<file path="src/rtl/tws_pkg.sv">
`timescale 1ns/1ps
package tws_pkg;
  localparam int BYTE_W = 8;
  localparam int WORD_W = 16;
  localparam int AMB_W  = 14;
  localparam int CNT_W  = 4;

  localparam logic [BYTE_W-1:0] PTR_OBJ = 8'h00;
  localparam logic [BYTE_W-1:0] PTR_AMB = 8'h01;
  localparam logic [BYTE_W-1:0] PTR_CFG = 8'h02;
  localparam logic [BYTE_W-1:0] PTR_MFR = 8'hFE;
  localparam logic [BYTE_W-1:0] PTR_DEV = 8'hFF;

  typedef enum logic [2:0] {
    S_IDLE, S_ADDR, S_PTR, S_WDATA, S_READ, S_SKIP
  } twsState_t;

  // strobes from the bus control to the datapath
  typedef struct packed {
    logic latchAdr;
    logic shiftIn;
    logic loadPtr;
    logic takeMsb;
    logic commitWord;
    logic loadRead;
    logic shiftOut;
  } dpStrobe_t;
endpackage

</file>
<file path="src/rtl/tws_ctrl.sv">
`timescale 1ns/1ps
module tws_ctrl
  import tws_pkg::*;
(
  input  logic              clk,
  input  logic              rstN,
  input  logic              sclIn,
  input  logic              sdaIn,
  input  logic [BYTE_W-1:0] rxByte,
  input  logic              addrMatch,
  input  logic              hsCode,
  input  logic              txBit,
  output dpStrobe_t         stb,
  output logic              sdaBit,
  output logic              sdaPullDown,
  output logic              hsMode,
  output logic              sclLvl,
  output logic              stopEv
);
  localparam logic [CNT_W-1:0] ACK_SLOT = CNT_W'(BYTE_W);
  localparam logic [CNT_W-1:0] ACK_DONE = CNT_W'(BYTE_W + 1);

  logic [1:0] sclSync, sdaSync;
  logic sclPrev, sdaPrev;
  logic sclNow, sdaNow, sclRise, sclFall, startEv;
  twsState_t state;
  logic [CNT_W-1:0] bitCnt;
  logic ackOn, txOn, rdLsb, wrLsb, nackSeen;
  logic counting, byteDone, slotEnd;

  always_ff @(posedge clk or negedge rstN) begin
    if (!rstN) begin
      sclSync <= 2'b11;
      sdaSync <= 2'b11;
      sclPrev <= 1'b1;
      sdaPrev <= 1'b1;
    end else begin
      sclSync <= {sclSync[0], sclIn};
      sdaSync <= {sdaSync[0], sdaIn};
      sclPrev <= sclSync[1];
      sdaPrev <= sdaSync[1];
    end
  end

  assign sclNow  = sclSync[1];
  assign sdaNow  = sdaSync[1];
  assign sclRise = sclNow & ~sclPrev;
  assign sclFall = ~sclNow & sclPrev;
  assign startEv = sclNow & sclPrev & sdaPrev & ~sdaNow;
  assign stopEv  = sclNow & sclPrev & ~sdaPrev & sdaNow;
  assign sclLvl  = sclNow;
  assign sdaBit  = sdaNow;

  assign counting = (state != S_IDLE) && (state != S_SKIP);
  assign byteDone = sclFall && counting && (bitCnt == ACK_SLOT);
  assign slotEnd  = sclFall && counting && (bitCnt == ACK_DONE);

  always_comb begin
    stb            = '0;
    stb.latchAdr   = startEv;
    stb.shiftIn    = sclRise && (bitCnt < ACK_SLOT) &&
                     (state == S_ADDR || state == S_PTR || state == S_WDATA);
    stb.loadPtr    = byteDone && (state == S_PTR);
    stb.takeMsb    = byteDone && (state == S_WDATA) && !wrLsb;
    stb.commitWord = byteDone && (state == S_WDATA) && wrLsb;
    stb.loadRead   = slotEnd && ((state == S_ADDR && addrMatch && rxByte[0]) ||
                                 (state == S_READ && !nackSeen && rdLsb));
    stb.shiftOut   = sclFall && (state == S_READ) &&
                     (((bitCnt >= 4'd1) && (bitCnt < ACK_SLOT)) ||
                      ((bitCnt == ACK_DONE) && !nackSeen && !rdLsb));
  end

  always_ff @(posedge clk or negedge rstN) begin
    if (!rstN) begin
      state    <= S_IDLE;
      bitCnt   <= '0;
      ackOn    <= 1'b0;
      txOn     <= 1'b0;
      rdLsb    <= 1'b0;
      wrLsb    <= 1'b0;
      nackSeen <= 1'b0;
      hsMode   <= 1'b0;
    end else if (stopEv) begin
      state  <= S_IDLE;
      bitCnt <= '0;
      ackOn  <= 1'b0;
      txOn   <= 1'b0;
      hsMode <= 1'b0;
    end else if (startEv) begin
      state  <= S_ADDR;
      bitCnt <= '0;
      ackOn  <= 1'b0;
      txOn   <= 1'b0;
      rdLsb  <= 1'b0;
      wrLsb  <= 1'b0;
    end else if (sclRise && counting) begin
      if (bitCnt < ACK_SLOT) bitCnt <= bitCnt + 1'b1;
      else if (bitCnt == ACK_SLOT) begin
        bitCnt   <= ACK_DONE;
        nackSeen <= sdaNow;
      end
    end else if (byteDone) begin
      unique case (state)
        S_ADDR: begin
          if (addrMatch) ackOn <= 1'b1;
          else begin
            state <= S_SKIP;
            if (hsCode) hsMode <= 1'b1;
          end
        end
        S_PTR:   ackOn <= 1'b1;
        S_WDATA: begin
          ackOn <= 1'b1;
          wrLsb <= ~wrLsb;
        end
        S_READ:  txOn <= 1'b0;
        default: ;
      endcase
    end else if (slotEnd) begin
      ackOn  <= 1'b0;
      bitCnt <= '0;
      unique case (state)
        S_ADDR: begin
          state <= rxByte[0] ? S_READ : S_PTR;
          txOn  <= rxByte[0];
          rdLsb <= 1'b0;
        end
        S_PTR:  state <= S_WDATA;
        S_READ: begin
          if (nackSeen) state <= S_SKIP;
          else begin
            txOn  <= 1'b1;
            rdLsb <= ~rdLsb;
          end
        end
        default: ;
      endcase
    end
  end

  assign sdaPullDown = ackOn | (txOn & ~txBit);
endmodule

</file>
<file path="src/rtl/tws_dpath.sv">
`timescale 1ns/1ps
module tws_dpath
  import tws_pkg::*;
#(
  parameter logic [3:0]        ADDR_HI   = 4'b1000,
  parameter logic [WORD_W-1:0] MFR_ID    = 16'h5449,
  parameter logic [WORD_W-1:0] DEV_ID    = 16'h0067,
  parameter logic [WORD_W-1:0] CFG_RESET = 16'h7400,
  parameter logic [WORD_W-1:0] CFG_WMASK = 16'h7F00
) (
  input  logic              clk,
  input  logic              rstN,
  input  dpStrobe_t         stb,
  input  logic              sdaBit,
  input  logic              adrSel1,
  input  logic [1:0]        adrSel0Code,
  input  logic [WORD_W-1:0] objVal,
  input  logic [AMB_W-1:0]  ambVal,
  output logic [BYTE_W-1:0] rxByte,
  output logic              addrMatch,
  output logic              hsCode,
  output logic              txBit,
  output logic              wrStrobe,
  output logic [BYTE_W-1:0] wrPtr,
  output logic [WORD_W-1:0] wrData,
  output logic              rdStrobe,
  output logic [WORD_W-1:0] cfgWord
);
  localparam int AMB_PAD = WORD_W - AMB_W;

  logic [2:0]        adrLatch;
  logic [BYTE_W-1:0] ptrReg, msbHold;
  logic [WORD_W-1:0] txShift, rdWord, newWord;

  assign newWord   = {msbHold, rxByte};
  assign addrMatch = (rxByte[BYTE_W-1:1] == {ADDR_HI, adrLatch});
  assign hsCode    = (rxByte[BYTE_W-1:3] == 5'b00001);
  assign txBit     = txShift[WORD_W-1];

  always_comb begin
    case (ptrReg)
      PTR_OBJ: rdWord = objVal;
      PTR_AMB: rdWord = {ambVal, {AMB_PAD{1'b0}}};
      PTR_CFG: rdWord = cfgWord;
      PTR_MFR: rdWord = MFR_ID;
      PTR_DEV: rdWord = DEV_ID;
      default: rdWord = '0;
    endcase
  end

  always_ff @(posedge clk or negedge rstN) begin
    if (!rstN) begin
      adrLatch <= '0;
      rxByte   <= '0;
      ptrReg   <= '0;
      msbHold  <= '0;
      txShift  <= '1;
      cfgWord  <= CFG_RESET & CFG_WMASK;
      wrStrobe <= 1'b0;
      wrPtr    <= '0;
      wrData   <= '0;
      rdStrobe <= 1'b0;
    end else begin
      wrStrobe <= stb.commitWord;
      rdStrobe <= stb.loadRead;
      if (stb.latchAdr) adrLatch <= {adrSel1, adrSel0Code};
      if (stb.shiftIn)  rxByte   <= {rxByte[BYTE_W-2:0], sdaBit};
      if (stb.loadPtr)  ptrReg   <= rxByte;
      if (stb.takeMsb)  msbHold  <= rxByte;
      if (stb.commitWord) begin
        wrPtr  <= ptrReg;
        wrData <= newWord;
        if (ptrReg == PTR_CFG) cfgWord <= newWord & CFG_WMASK;
      end
      if (stb.loadRead)      txShift <= rdWord;
      else if (stb.shiftOut) txShift <= {txShift[WORD_W-2:0], 1'b1};
    end
  end
endmodule

</file>
<file path="src/rtl/tws_sensor_slave.sv">
`timescale 1ns/1ps
module tws_sensor_slave
  import tws_pkg::*;
#(
  parameter logic [3:0]  ADDR_HI   = 4'b1000,
  parameter logic [15:0] MFR_ID    = 16'h5449,
  parameter logic [15:0] DEV_ID    = 16'h0067,
  parameter logic [15:0] CFG_RESET = 16'h7400,
  parameter logic [15:0] CFG_WMASK = 16'h7F00
) (
  input  logic        clk,
  input  logic        rstN,
  input  logic        sclIn,
  input  logic        sdaIn,
  input  logic        adrSel1,
  input  logic [1:0]  adrSel0Code,
  input  logic [15:0] objVal,
  input  logic [13:0] ambVal,
  output logic        sdaPullDown,
  output logic        hsMode,
  output logic        wrStrobe,
  output logic [7:0]  wrPtr,
  output logic [15:0] wrData,
  output logic        rdStrobe,
  output logic [15:0] cfgWord
);
  dpStrobe_t         stb;
  logic [BYTE_W-1:0] rxByte;
  logic addrMatch, hsCode, txBit, sdaBit, sclLvl, stopEv;

  tws_ctrl ctrl_i (
    .clk(clk), .rstN(rstN), .sclIn(sclIn), .sdaIn(sdaIn),
    .rxByte(rxByte), .addrMatch(addrMatch), .hsCode(hsCode), .txBit(txBit),
    .stb(stb), .sdaBit(sdaBit), .sdaPullDown(sdaPullDown), .hsMode(hsMode),
    .sclLvl(sclLvl), .stopEv(stopEv)
  );

  tws_dpath #(
    .ADDR_HI(ADDR_HI), .MFR_ID(MFR_ID), .DEV_ID(DEV_ID),
    .CFG_RESET(CFG_RESET), .CFG_WMASK(CFG_WMASK)
  ) dpath_i (
    .clk(clk), .rstN(rstN), .stb(stb), .sdaBit(sdaBit),
    .adrSel1(adrSel1), .adrSel0Code(adrSel0Code),
    .objVal(objVal), .ambVal(ambVal),
    .rxByte(rxByte), .addrMatch(addrMatch), .hsCode(hsCode), .txBit(txBit),
    .wrStrobe(wrStrobe), .wrPtr(wrPtr), .wrData(wrData),
    .rdStrobe(rdStrobe), .cfgWord(cfgWord)
  );
endmodule

</file>
<file path="config.mk">
export PLATFORM = sky130hd
export DESIGN_NAME = tws_sensor_slave
export DESIGN_NICKNAME = d
export VERILOG_FILES = /design/src/rtl/tws_pkg.sv /design/src/rtl/tws_ctrl.sv /design/src/rtl/tws_dpath.sv /design/src/rtl/tws_sensor_slave.sv
export SDC_FILE = /design/constraint.sdc
export NUM_CORES = 1
export LEC_CHECK = 0
export BUFFER_PORTS_ARGS = -buffer_cell sky130_fd_sc_hd__clkbuf_2
export CAP_MARGIN = 20
export CORE_MARGIN = 2
export CORE_UTILIZATION = 53
export DETAILED_ROUTE_END_ITERATION = 8
export PLACE_DENSITY = 0.76
export SLEW_MARGIN = 20
export SYNTH_ARGS = -nofsm -noshare
export SYNTH_HDL_FRONTEND = slang
export SYNTH_HIERARCHICAL = 1
export SYNTH_SLANG_ARGS = --single-unit
</file>
<file path="constraint.sdc">
create_clock -name clk -period 3.72 [get_ports clk]
set_clock_uncertainty 0.15 [all_clocks]
set_input_delay 0.744 -clock clk [delete_from_list [all_inputs] [get_ports clk]]
set_output_delay 0.744 -clock clk [all_outputs]
set_load 0.02 [all_outputs]
</file>
==> impl_metrics.env <==
export IMPL_run_status="finished clean"
export IMPL_first_iter_violations=176
export IMPL_place_port_buffers=71
export IMPL_timing_slew_headroom_pct=49.2
export IMPL_setup_worst_path_start_class="flop"
export IMPL_dp_slack_ps=668
export IMPL_layout_cells_most_common="clkbuf_2"
export IMPL_worstHoldPathCells=0
export IMPL_vdd_ir_drop_worst_mv=0.261
export IMPL_cts_resized=0
export IMPL_cts_setup_buffers=0
export IMPL_async_flop_share_pct=100
export IMPL_clockBufferDepth=2
export IMPL_drv_cap=0
export IMPL_maxSlewViolCount=0
export IMPL_crit_path_max_fanout=36
export IMPL_cts_inserted_buffers=9
export IMPL_final_nets=525
export IMPL_r2r_worst_path_cells=8
export IMPL_tritoncts="done"
export IMPL_drt_drc_violations_left=0
export IMPL_final_instance_count_excl_fill=597
export IMPL_power_per_cell_area_mw_per_mm2=336
export IMPL_worst_endpoint_required_ps=3840
export IMPL_initial_antenna_violation_count=0
export IMPL_clkSinkCount=95
export IMPL_cts_max_level=3
export IMPL_postRouteAntennaNets=0
export IMPL_avgRoutedWirePerCell_um=17.4
export IMPL_overall_overflow_remaining_after_global_route=0
export IMPL_sequential_area_share_after_synthesis_pct=50.5
export IMPL_insertedDiodeCount=0
export IMPL_final_hold_viols=0
export IMPL_die_width_um=98.9
export IMPL_grt_setup_unrepaired="no"
export IMPL_avgViaCountPerCell=5.75
export IMPL_synthesis_area_mm2=0.00477
export IMPL_final_period_utilization_pct=84.8
export IMPL_globalRouteTotalUtil_pct=22.1
export IMPL_clock_tree_root_cell="clkbuf_8"
export IMPL_min_delay_worst_endpoint="ctrl_i/sdaSync[1]"
export IMPL_via_count_of_the_first_global_routing_pass=3385
export IMPL_synth_seq_cells=95
export IMPL_area_sequential_mm2=0.00241
export IMPL_synth_warnings=6
export IMPL_routed_wl_um=10400
export IMPL_min_delay_start="ctrl_i/sdaSync[0]"
export IMPL_total_neg_setup_slack_ps=0
export IMPL_period_minus_slack_ps=3150
export IMPL_detailedRoute_firstPassIterationCount=5
export IMPL_vias=3432
export IMPL_worst_skew_pair_late_latency_ps=360
export IMPL_path_clk_slew_ps=100
export IMPL_synth_cell_types=60
export IMPL_setup_slack_ps=566
export IMPL_worst_pin_slew_ps=761
export IMPL_core_area_mm2=0.00872
export IMPL_startpoint="dpath_i/rxByte[4]"
export IMPL_top_library_cells_by_usage_in_the_layout_fill_and_taps_aside="clkbuf_2 (70), dfrtp_1 (68), mux2_2 (63), nor2_1 (27), a21oi_1 (27)"
export IMPL_fp_row_count=34
export IMPL_drive_above_1_share_pct=39.7
export IMPL_gp_congestion=0.844
export IMPL_path_type_of_the_worst_min_delay_path="reg2reg"
export IMPL_io_pins=81
export IMPL_die_h_um=98.9
export IMPL_ys_dominant_reg_cell="dfrtp_1"
export IMPL_dp_final_hpwl_um=7270
export IMPL_syn_area_per_cell_um2=11.3
export IMPL_reg2reg_slack_ps=570
export IMPL_worstReg2RegEnd="dpath_i/txShift[5]"
export IMPL_post_place_cells=581
export IMPL_timing_critical_path_to_type="flop"
export IMPL_floorplan_die_area_mm2=0.00977
export IMPL_syn_to_final_growth_pct=12.6
export IMPL_start_util_pct=54.7
export IMPL_syn_inst=423
export IMPL_setup_violations_final=0
export IMPL_fillerInstances=702
export IMPL_timing_worst_setup_path_type="reg2reg"
export IMPL_grt_first_pass_wirelength_um=17300
export IMPL_multi_input_area_mm2=0.00214
export IMPL_maxClockFrequency_ghz=0.317
export IMPL_r2r_start="dpath_i/rxByte[4]"
export IMPL_grt_max_degree=88
export IMPL_cellLeakagePower_nw=2.61
export IMPL_synth_enable_flop_cells=0
export IMPL_worst_ep_arrival_time_ps=3280
export IMPL_holdBufCountCts=0
cell type report:
cell class / instances / share of cell area, %
clock inverters: 7 / 1.19
inverters: 23 / 1.61
multi-input cells: 278 / 39.9
repair buffers: 77 / 7.57
clock buffers: 9 / 2.31
flip-flops and latches: 95 / 44.9
well taps: 108 / 2.52
synthesized netlist by cell type, types with 3 or more instances:
cell type   n  area, um^2
a221oi_1    3        26.3
buf_2       6        30.0
ha_1        4        50.1
inv_1      23        86.3
nand3_1     6        30.0
buf_1       7        26.3
or2_2       3        18.8
a21o_1     12        90.1
nor2_1     28         105
nand2_1     7        26.3
o2bb2ai_1   4        35.0
xnor2_1     3        26.3
dfstp_2    26         683
xor2_1      3        26.3
a21oi_1    27         135
buf_4      11        82.6
o211ai_1    4        30.0
mux2_2     63         709
a211oi_1    3        22.5
or3_1       3        18.8
mux2i_1    17         170
nor3_1     12        60.1
o21ai_0    13        65.1
a31oi_1     3        18.8
nand2b_1    5        31.3
o22ai_1     4        25.0
nor4_1      3        18.8
dfrtp_1    69        1730
clkbuf_1   11        41.3
cell families (layout without fill, tap and decap cells):
family | Yosys count | count (layout) | share of synthesized area, %
simple gates | 84 | 84 | 9.76
fa+ha+maj | 4 | 4 | 1.05
mux | 81 | 81 | 18.8
flops | 95 | 95 | 50.5
buf+inv | 58 | 116 | 5.59
xor+xnor | 6 | 6 | 1.10
other cells | 1 | 9 | 0.0786
compound gates | 94 | 94 | 13.1
flip-flops by register name, indices dropped and copies added, names as in the netlist, 3 cells and up:
| name | cells |
|---|---|
| dpath_i/ptrReg | 8 |
| ctrl_i/state | 3 |
| dpath_i/rxByte | 8 |
| ctrl_i/bitCnt | 4 |
| dpath_i/wrPtr | 8 |
| dpath_i/txShift | 16 |
| dpath_i/adrLatch | 3 |
| dpath_i/wrData | 16 |
| dpath_i/msbHold | 8 |
| dpath_i/cfgWord | 7 |
routing by layer:
metal	share of wire, %	up-vias	track usage [%]
met3	5.8	8	4.82
met1	44	1676	30.6
met5	0	-	0
met2	50	126	36.6
li1	-	1622	-
met4	0.55	0	3.58
where the power goes:
part           internal [W]   total, W  switching [W]
Clock              0.000258   0.000651       0.000392
Sequential          0.00105    0.00106      0.0000146
Combinational     0.0000393  0.0000932      0.0000539
through the flow:
stage | cell area [um^2] | util (%) | power [W] | hold slack, ps
floorplan | 4800 | - | 0.00113 | 195
global placement | 5180 | 59.4 | 0.00117 | 196
detailed placement | 5180 | 59.4 | 0.00118 | 201
CTS | 5370 | 61.5 | 0.00183 | 215
global route | 5370 | 61.6 | 0.00189 | 217
finish | 5370 | 61.6 | 0.00181 | 213
critical path: stages, from the launching register on:
cell and delay, ps:
dfrtp_1 460, or3_1 430, nor4_1 560, nand3_1 150
o32a_1 200, nor3_2 170, buf_4 340, o21ai_1 300
a211oi_1 310
worst max-delay path by stage:
stage / endpoint / slack (ps)
floorplan: dpath_i/txShift[6] / 950
global placement: dpath_i/txShift[5] / 830
detailed placement: dpath_i/txShift[5] / 670
CTS: dpath_i/txShift[5] / 620
global route: dpath_i/txShift[2] / 270
finish: dpath_i/txShift[5] / 570
No activity file was read; power rests on OpenSTA's default activity.
